File: src/rtl/cache_pkg.sv
package cache_pkg;
    localparam int DEF_WAYS    = 4;
    localparam int DEF_SETS    = 16;
    localparam int DEF_DATA_W  = 32;
    localparam int DEF_ADDR_W  = 32;
    localparam int DEF_TBL_ENT = 8;

    typedef enum logic [2:0] {
        S_IDLE,   // ready for a request
        S_PRED,   // single predicted way probed
        S_REST,   // remaining ways probed after a wrong guess
        S_PTAG,   // phased access, all tags compared
        S_PDATA,  // phased access, one data way read
        S_FILL    // waiting for refill word
    } lk_state_e;

    function automatic int cnt_width(input int ways);
        return $clog2(ways + 2);
    endfunction
endpackage

File: src/rtl/cache_way.sv
module cache_way #(
    parameter int SETS   = 16,
    parameter int TAG_W  = 28,
    parameter int DATA_W = 32,
    localparam int IDX_W = $clog2(SETS)
) (
    input  logic              clk,
    input  logic              rst,
    input  logic [IDX_W-1:0]  rd_idx,
    input  logic [TAG_W-1:0]  cmp_tag,
    input  logic              tag_en,
    input  logic              data_en,
    output logic              match,
    output logic [DATA_W-1:0] rd_data,
    input  logic              wr_en,
    input  logic [IDX_W-1:0]  wr_idx,
    input  logic [TAG_W-1:0]  wr_tag,
    input  logic [DATA_W-1:0] wr_data
);
    logic [TAG_W-1:0]  tag_mem  [SETS];
    logic [DATA_W-1:0] data_mem [SETS];
    logic [SETS-1:0]   line_vld;

    always_ff @(posedge clk) begin
        if (rst) begin
            line_vld <= '0;
        end else if (wr_en) begin
            line_vld[wr_idx] <= 1'b1;
        end
    end

    always_ff @(posedge clk) begin
        if (wr_en) begin
            tag_mem[wr_idx]  <= wr_tag;
            data_mem[wr_idx] <= wr_data;
        end
    end

    // Arrays only produce output when enabled (energy model).
    assign match   = tag_en && line_vld[rd_idx] && (tag_mem[rd_idx] == cmp_tag);
    assign rd_data = data_en ? data_mem[rd_idx] : '0;
endmodule

File: src/rtl/mru_table.sv
module mru_table #(
    parameter int ENTRIES = 8,
    parameter int IDX_W   = 4,
    parameter int WAY_W   = 2,
    localparam int ENT_W  = $clog2(ENTRIES)
) (
    input  logic             clk,
    input  logic             rst,
    input  logic [IDX_W-1:0] lk_idx,
    output logic             lk_hit,
    output logic [WAY_W-1:0] lk_way,
    input  logic             upd_en,
    input  logic [IDX_W-1:0] upd_idx,
    input  logic [WAY_W-1:0] upd_way
);
    logic             e_vld [ENTRIES];
    logic [IDX_W-1:0] e_set [ENTRIES];
    logic [WAY_W-1:0] e_way [ENTRIES];
    logic [ENT_W-1:0] e_age [ENTRIES];   // ages form a permutation, 0 = newest

    logic             u_found;
    logic [ENT_W-1:0] u_sel, u_old, u_tgt;

    always_comb begin
        lk_hit = 1'b0;
        lk_way = '0;
        for (int e = 0; e < ENTRIES; e++) begin
            if (e_vld[e] && e_set[e] == lk_idx) begin
                lk_hit = 1'b1;
                lk_way = e_way[e];
            end
        end
    end

    always_comb begin
        u_found = 1'b0;
        u_sel   = '0;
        u_old   = '0;
        for (int e = 0; e < ENTRIES; e++) begin
            if (e_vld[e] && e_set[e] == upd_idx) begin
                u_found = 1'b1;
                u_sel   = ENT_W'(e);
            end
            if (e_age[e] == ENT_W'(ENTRIES - 1)) begin
                u_old = ENT_W'(e);
            end
        end
        u_tgt = u_found ? u_sel : u_old;
    end

    always_ff @(posedge clk) begin
        if (rst) begin
            for (int e = 0; e < ENTRIES; e++) begin
                e_vld[e] <= 1'b0;
                e_set[e] <= '0;
                e_way[e] <= '0;
                e_age[e] <= ENT_W'(e);
            end
        end else if (upd_en) begin
            e_vld[u_tgt] <= 1'b1;
            e_set[u_tgt] <= upd_idx;
            e_way[u_tgt] <= upd_way;
            for (int e = 0; e < ENTRIES; e++) begin
                if (ENT_W'(e) == u_tgt) begin
                    e_age[e] <= '0;
                end else if (e_age[e] < e_age[u_tgt]) begin
                    e_age[e] <= e_age[e] + 1'b1;
                end
            end
        end
    end
endmodule

File: src/rtl/dual_mode_cache.sv
module dual_mode_cache
    import cache_pkg::*;
#(
    parameter int WAYS        = DEF_WAYS,
    parameter int SETS        = DEF_SETS,
    parameter int DATA_W      = DEF_DATA_W,
    parameter int ADDR_W      = DEF_ADDR_W,
    parameter int TBL_ENTRIES = DEF_TBL_ENT,
    localparam int IDX_W      = $clog2(SETS),
    localparam int TAG_W      = ADDR_W - IDX_W,
    localparam int WAY_W      = $clog2(WAYS),
    localparam int CNT_W      = cnt_width(WAYS)
) (
    input  logic              clk,
    input  logic              rst,
    input  logic              req_valid,
    input  logic [ADDR_W-1:0] req_addr,
    output logic              req_ready,
    output logic              rsp_valid,
    output logic              rsp_hit,
    output logic [DATA_W-1:0] rsp_data,
    output logic [CNT_W-1:0]  rsp_tag_cnt,
    output logic [CNT_W-1:0]  rsp_data_cnt,
    output logic              fill_req,
    output logic [ADDR_W-1:0] fill_addr,
    input  logic              fill_valid,
    input  logic [DATA_W-1:0] fill_data
);
    lk_state_e         state;
    logic [ADDR_W-1:0] cur_addr;
    logic [WAY_W-1:0]  pred_way, hit_way;
    logic              refilled;
    logic [WAY_W-1:0]  vptr [SETS];

    logic [IDX_W-1:0]  cur_idx, lk_idx;
    logic [TAG_W-1:0]  cur_tag;
    logic              tbl_hit;
    logic [WAY_W-1:0]  tbl_way;
    logic [WAYS-1:0]   tag_en, data_en, match;
    logic [DATA_W-1:0] way_data [WAYS];
    logic              hit_any;
    logic [WAY_W-1:0]  hit_idx, sel_way, victim;
    logic              fill_done, fin, upd_en;
    logic [WAY_W-1:0]  upd_way;

    assign cur_idx   = cur_addr[IDX_W-1:0];
    assign cur_tag   = cur_addr[ADDR_W-1:IDX_W];
    assign lk_idx    = (state == S_IDLE) ? req_addr[IDX_W-1:0] : cur_idx;
    assign victim    = vptr[cur_idx];
    assign fill_done = (state == S_FILL) && fill_valid;
    assign req_ready = (state == S_IDLE);
    assign fill_req  = (state == S_FILL);
    assign fill_addr = cur_addr;

    mru_table #(.ENTRIES(TBL_ENTRIES), .IDX_W(IDX_W), .WAY_W(WAY_W)) u_mru (
        .clk(clk), .rst(rst),
        .lk_idx(lk_idx), .lk_hit(tbl_hit), .lk_way(tbl_way),
        .upd_en(upd_en), .upd_idx(cur_idx), .upd_way(upd_way)
    );

    // Array enables per state
    always_comb begin
        tag_en  = '0;
        data_en = '0;
        case (state)
            S_PRED:  begin
                tag_en[pred_way]  = 1'b1;
                data_en[pred_way] = 1'b1;
            end
            S_REST:  begin
                tag_en            = '1;
                tag_en[pred_way]  = 1'b0;
                data_en           = tag_en;
            end
            S_PTAG:  tag_en = '1;
            S_PDATA: data_en[hit_way] = 1'b1;
            default: ;
        endcase
    end

    for (genvar w = 0; w < WAYS; w++) begin : g_way
        cache_way #(.SETS(SETS), .TAG_W(TAG_W), .DATA_W(DATA_W)) u_way (
            .clk(clk), .rst(rst),
            .rd_idx(cur_idx), .cmp_tag(cur_tag),
            .tag_en(tag_en[w]), .data_en(data_en[w]),
            .match(match[w]), .rd_data(way_data[w]),
            .wr_en(fill_done && victim == WAY_W'(w)),
            .wr_idx(cur_idx), .wr_tag(cur_tag), .wr_data(fill_data)
        );
    end

    always_comb begin
        hit_any = 1'b0;
        hit_idx = '0;
        for (int w = 0; w < WAYS; w++) begin
            if (match[w]) begin
                hit_any = 1'b1;
                hit_idx = WAY_W'(w);
            end
        end
    end

    // Completion and recency update
    always_comb begin
        fin     = 1'b0;
        upd_en  = 1'b0;
        upd_way = hit_idx;
        sel_way = (state == S_PDATA) ? hit_way : hit_idx;
        case (state)
            S_PRED:  begin fin = match[pred_way]; upd_en = match[pred_way]; end
            S_REST:  begin fin = hit_any;         upd_en = hit_any;         end
            S_PDATA: begin fin = 1'b1; upd_en = 1'b1; upd_way = hit_way;   end
            S_FILL:  begin upd_en = fill_valid; upd_way = victim;           end
            default: ;
        endcase
    end

    always_ff @(posedge clk) begin
        if (rst) begin
            state        <= S_IDLE;
            cur_addr     <= '0;
            pred_way     <= '0;
            hit_way      <= '0;
            refilled     <= 1'b0;
            rsp_valid    <= 1'b0;
            rsp_hit      <= 1'b0;
            rsp_data     <= '0;
            rsp_tag_cnt  <= '0;
            rsp_data_cnt <= '0;
            for (int s = 0; s < SETS; s++) vptr[s] <= '0;
        end else begin
            rsp_valid <= fin;
            if (fin) begin
                rsp_hit  <= !refilled;
                rsp_data <= way_data[sel_way];
            end
            if (state == S_IDLE) begin
                if (req_valid) begin
                    cur_addr     <= req_addr;
                    refilled     <= 1'b0;
                    rsp_tag_cnt  <= '0;
                    rsp_data_cnt <= '0;
                    pred_way     <= tbl_way;
                    state        <= tbl_hit ? S_PRED : S_PTAG;
                end
            end else begin
                rsp_tag_cnt  <= rsp_tag_cnt  + CNT_W'($countones(tag_en));
                rsp_data_cnt <= rsp_data_cnt + CNT_W'($countones(data_en));
                case (state)
                    S_PRED:  state <= match[pred_way] ? S_IDLE : S_REST;
                    S_REST:  state <= hit_any ? S_IDLE : S_FILL;
                    S_PTAG:  begin
                        hit_way <= hit_idx;
                        state   <= hit_any ? S_PDATA : S_FILL;
                    end
                    S_PDATA: state <= S_IDLE;
                    S_FILL:  if (fill_valid) begin
                        vptr[cur_idx] <= victim + 1'b1;
                        pred_way      <= victim;
                        refilled      <= 1'b1;
                        state         <= S_PRED;
                    end
                    default: state <= S_IDLE;
                endcase
            end
        end
    end
endmodule

File: config.mk
export PLATFORM = sky130hd
export DESIGN_NAME = dual_mode_cache
export DESIGN_NICKNAME = d
export VERILOG_FILES = /design/src/rtl/cache_pkg.sv /design/src/rtl/cache_way.sv /design/src/rtl/mru_table.sv /design/src/rtl/dual_mode_cache.sv
export SDC_FILE = /design/constraint.sdc
export NUM_CORES = 2
export LEC_CHECK = 0
export BUFFER_PORTS_ARGS = -buffer_cell sky130_fd_sc_hd__buf_2
export CAP_MARGIN = 5
export CORE_ASPECT_RATIO = 0.5
export CORE_UTILIZATION = 45
export DETAILED_ROUTE_END_ITERATION = 12
export GPL_TIMING_DRIVEN = 1
export PLACE_DENSITY = 0.66
export SLEW_MARGIN = 20
export SYNTH_ARGS = -nofsm -noshare
export SYNTH_HDL_FRONTEND = slang
export SYNTH_SLANG_ARGS = --single-unit
File: constraint.sdc
create_clock -name clk -period 9.1 [get_ports clk]
set_input_delay 0.455 -clock clk [delete_from_list [all_inputs] [get_ports clk]]
set_output_delay 0.455 -clock clk [all_outputs]
set_load 0.03 [all_outputs]
After elaboration in Yosys (flattened, before gate mapping)
Memory sizes are Yosys's and may differ from the RTL's. A register that Yosys moved wholly into a read port is not among the register bits.
Cells that the tools add are included.

storage, ports and cells
  flip-flop bits (word level) = 144
  RAM bits = 3952
  input port bits = 68
  output and inout port bits = 74
  logic and storage cells = 403
  memories kept = 13

operators by class
  add/sub/neg operators = 17
  $lt $le $gt $ge = 15
  eq/ne operators = 44
  muxes and demuxes = 231
  bitwise gates (word level) = 23
  reduce and logical (&&, ||, !) cells = 46

memory list
  name                     words  width  rd ports  clocked after memory_dff  write ports  RTL line         source
  g_way[0].u_way.data_mem  16     32     1         1                         1            cache_way.sv:21  logic [DATA_W-1:0] data_mem [SETS];
  g_way[1].u_way.data_mem  16     32     1         1                         1            cache_way.sv:21
  g_way[2].u_way.data_mem  16     32     1         1                         1            cache_way.sv:21
  g_way[3].u_way.data_mem  16     32     1         1                         1            cache_way.sv:21
  g_way[0].u_way.tag_mem   16     28     1         1                         1            cache_way.sv:20  logic [TAG_W-1:0] tag_mem [SETS];
  g_way[1].u_way.tag_mem   16     28     1         1                         1            cache_way.sv:20
  7 more memories          n/a    n/a    n/a       n/a                       n/a          n/a

operators by type and width
  cell                                                                   number
  32-bit two-way mux                                                     6
  1-bit two-way mux                                                      131
  28-bit equality test                                                   4
  3-bit two-way mux                                                      35
  4-bit two-way mux                                                      21
  32-bit binary-select mux with 2-bit select                             1
  4-bit equality test                                                    16
  16-bit bitwise OR                                                      4
  2-bit two-way mux                                                      23
  1-bit logical AND                                                      32
  3-bit equality test, second input constant                             9
  3-bit by 1-bit adder with 3-bit output, second input constant          8
  3-bit less-than comparator                                             8
  4-bit case mux with 3 select lines                                     2
  1-bit binary-select mux with 4-bit select                              4
  1-bit bitwise OR                                                       16
  3-bit equality test, first input constant                              4
  3-bit case mux with 4 select lines                                     1
  1-bit by 1-bit adder with 2-bit output                                 4
  2-bit by 2-bit adder with 3-bit output                                 2
  3-bit adder                                                            2
  2-bit by 3-bit equality test with 1-bit output, first input constant   2
  3-bit by 2-bit equality test with 1-bit output, second input constant  2
  3-bit zero test                                                        2
  other kinds (29)                                                       37

Depth between registers and ports, before layout
An unclocked memory read counts as a cell.

  depth in word-level cells = 20
  depth in mapped cells = 21
  mapped depth without buffers = 18

By module
From an unflattened synthesis, not the netlist that was laid out.

unflattened totals
  cells, all modules = 7850
  area, all modules = 163585.6 µm²

modules (own cells, without submodules)
  module                           times used  cells an instance  area an instance (µm²)  seq. area each (µm²)
  cache_way at g_way[2].u_way ...  2           1668               38085.3                 29148.0
  cache_way at g_way[0].u_way      1           1695               38085.3                 29148.0
  cache_way at g_way[1].u_way      1           1684               37932.6                 29148.0
  dual_mode_cache                  1           633                6185.9                  2642.5
  mru_table                        1           502                5211.2                  2322.2

Worst setup path after synthesis
OpenSTA, ideal clock, no wires.

  path kind = flip-flop to flip-flop
  start point = reg (tool-made name)
  end point = mem g_way[2].u_way.data_mem[11][0] (enable)
  setup time = 0.480 ns
  arrival time = 6.524 ns
  required time = 8.620 ns
  setup slack = 2.096 ns
  stages on the path, launching flop included = 18
  buffers on the path = 11
  clock period less this slack = 7.004 ns
  cells stage by stage = dfxtp_1 > buf_4 > buf_4 > buf_4 > buf_4 > buf_4 > buf_4 > buf_4 > buf_2 > clkbuf_1 > clkbuf_1 > mux4_2 > mux4_2 > inv_1 > ha_1 > nand2_1 > clkbuf_1 > nor2_1

RTL lines
  item              RTL line
  end: declaration  cache_way.sv:21

==> impl_metrics.tcl <==
set metrics [dict create \
    outcome "completed" \
    synth_edf_count 3944 \
    r2r_setup_slack_ns 2.07 \
    final_nets 8056 \
    drive_gt1_share_pct 26.7 \
    required_ns 9.83 \
    grt_max_degree 121 \
    io-pin-count 142 \
    netlist_top_cells_count "edfxtp_1 (3944), mux4_2 (1055), mux2i_1 (271)" \
    path_class "flip-flop to flip-flop" \
    post-place-ws_ns 2.24 \
    syn_avg_cell_area_um2 21.3 \
    synth_area_um2 161000 \
    initial_utilization_pct 45.2 \
    ant_nets 0 \
    syn_nets 7683 \
    synth_top_area_cell "edfxtp_1" \
    fp-row-count 155 \
    core_area_um2 357000 \
    start_kind "flip-flop" \
    power_leakage_nw 56.9 \
    fin_crit_sh_pct 77.3 \
    rsz0062_at_grt "false" \
    first_pass_iters 8 \
    htree_num_levels 5 \
    clock_latency_ns 0.92 \
    fillers 27745 \
    drc 0 \
    portBuffers 141 \
    worst-path-max-fanout 52 \
    holdBufCountCts 33 \
    yosysMostFrequentCell "edfxtp_1" \
    hp-class "primary input to flip-flop" \
    viasPerCell 6.38 \
    cap_violations 0 \
    die_y_um 425 \
    grt-ovfl-total 0 \
    die_width_um 849 \
    async_flop_share_pct 0 \
    worstPathArrival_ns 7.77 \
    cts_made_buffers 374 \
    hold_path_depth 4 \
    clock-skew-final_ns 0.0424 \
    ctsResizeCount 0 \
    area_delta_synth_final_pct 12.5 \
    vias 83237 \
    post_cts_buffers 0 \
    cts_sinks 4100 \
    hpwlAfterDp_um 250000 \
    setup-violations-final 0 \
    setup-tns-final_ns 0 \
    irDropWorstVdd_v 0.000181 \
    initialDrtViolationCount 12303 \
    root_buffer "clkbuf_16" \
    layout_min_cycle_time_ns 7.03 \
    clk_pin_slew_worst_paths_ns 0.07 \
    fp.dieArea_um2 361000 \
    worstHoldStart "req_valid" \
    grt_pass1_wl_um 629000 \
    antenna_found_initial 22 \
    final-hold-violation-count 0 \
    maxSlewHeadroom_pct 20.6 \
    fmax_ghz 0.142 \
    cts_max_path_buffers 4 \
    netlist_instances 7582 \
    reg2reg_depth 12 \
    yosys_warnings 0 \
    grt_pass1_vias 81064 \
    track_usage_pct 24.6 \
    synth_top_cell_area_share_pct 73.4 \
    critPathCaptureType "flip-flop" \
    yosysUniqueCellTypes 92 \
    fin_ws_ns 2.07 \
    synth_flop_cell "edfxtp_1" \
    cts_tree "yes" \
    powerDensity_nw_per_um2 238 \
    drv_slew 0 \
    synthTopCellsByArea "edfxtp_1 (73%), mux4_2 (15%), dfxtp_1 (1.9%), mux2i_1 (1.7%), xnor2_1 (0.66%)" \
    routed_wl_um 452000 \
    tightest_slew_ns 1.19 \
    gp_congestion 0.830 \
    synth.ff_latch_count 4100 \
    yosysSeqAreaShare_pct 75.3 \
    wl_per_cell_um 34.6 \
]
-- stage by stage --
| stage | hold WS, ns | std cells | power [mW] | utilization, % | cell area, um2 |
|---|---|---|---|---|---|
| floorplan | 0.435 | 7582 | 25.7 | - | 161000 |
| global placement | 0.441 | 12326 | 27.8 | 47.4 | 169000 |
| detailed placement | 0.446 | 12331 | 27.9 | 47.4 | 169000 |
| CTS | 0.0165 | 13048 | 43.3 | 50.8 | 181000 |
| global route | 0.0537 | 13051 | 44.3 | 50.9 | 182000 |
| finish | 0.0607 | 13056 | 43.2 | 50.9 | 182000 |
-- flip-flops by register name, summed over array words and instances, names as in the netlist, named ones only --
name	flops
u_mru.e_set	32
rsp_valid	1
g_way.u_way.line_vld	64
state	3
u_mru.e_way	16
vptr	32
pred_way	2
g_way.u_way.tag_mem	1792
u_mru.e_vld	8
refilled	1
g_way.u_way.data_mem	2048
u_mru.e_age	24
hit_way	2
rsp_tag_cnt	3
fill_addr	32
rsp_data_cnt	3
rsp_data	32
rsp_hit	1
-- path summary, 6_finish.rpt --
path	end
setup / recovery	rsp_data[1]
hold / removal	state[0]
setup reg to reg	rsp_data[1]
hold reg to reg	rsp_data[31]
-- cell usage in the layout, fill, tap and decap left out, drive strengths merged, types with 27 or more instances in the layout --
cell	n
buf	408
edfxtp	3944
nor3	103
mux4	1055
a22oi	38
clkbuf	477
o32ai	37
nor4	46
a21oi	80
bufinv	30
clkinv	145
mux2i	271
dlygate4sd3	33
nor3b	34
and3	114
nand2	186
dfxtp	156
nor2	162
mux2	44
xor2	55
xnor2	121
o21a	66
nand3	45
o22ai	37
o21ai	75
ha	27
inv	91
and3b	34
-- report_power, final --
part / internal, mW / switching (mW) / leakage (nW)
registers: 21.1 / 0.285 / 37.2
clock network: 8.70 / 6.94 / 5.80
logic: 2.46 / 3.75 / 13.8
-- routing by layer --
metal	GRT usage, %	wire length [um]	vias to the layer above
li1	-	-	32502
met1	35.9	181000	44848
met2	38.2	207000	5103
met3	4.94	49600	774
met4	6.91	13800	10
met5	0	61	-
-- area by class of cell --
type,count,area [um2],area share [%]
clock buffers,477,10100,5.55
multi-input cells,2959,38100,21.0
flip-flops and latches,4100,122000,67.0
clock inverters,207,1860,1.02
well taps,4788,5990,3.30
repair buffers,441,3640,2.00
diodes,5,12.5,0.00689
inverters,79,313,0.172
-- logic make-up after synthesis --
kind of cell,Yosys count,synth area share [%]
multiplexers,1370,16.7
flip-flops,4100,75.3
buffers and inverters,523,1.46
XOR/XNOR,176,0.955
AO/OA/AOI/OAI,530,2.47
AND/OR/NAND/NOR,849,2.80
adder cells (fa/ha/maj),34,0.290
-- worst max-delay path, stage by stage, from the launching register on --
cell       delay [ns]
dfxtp_4          0.74
buf_4            0.80
nor2b_1          0.43
a221oi_1         0.35
o21ai_0          0.17
xor2_1           0.42
nand4_1          0.21
nor4_1           0.82
o2111ai_1        0.66
mux4_2           0.71
o211ai_4         0.40
or2b_4           0.80
o32ai_1          0.21
Note: power is estimated with default switching activity, not from simulation.
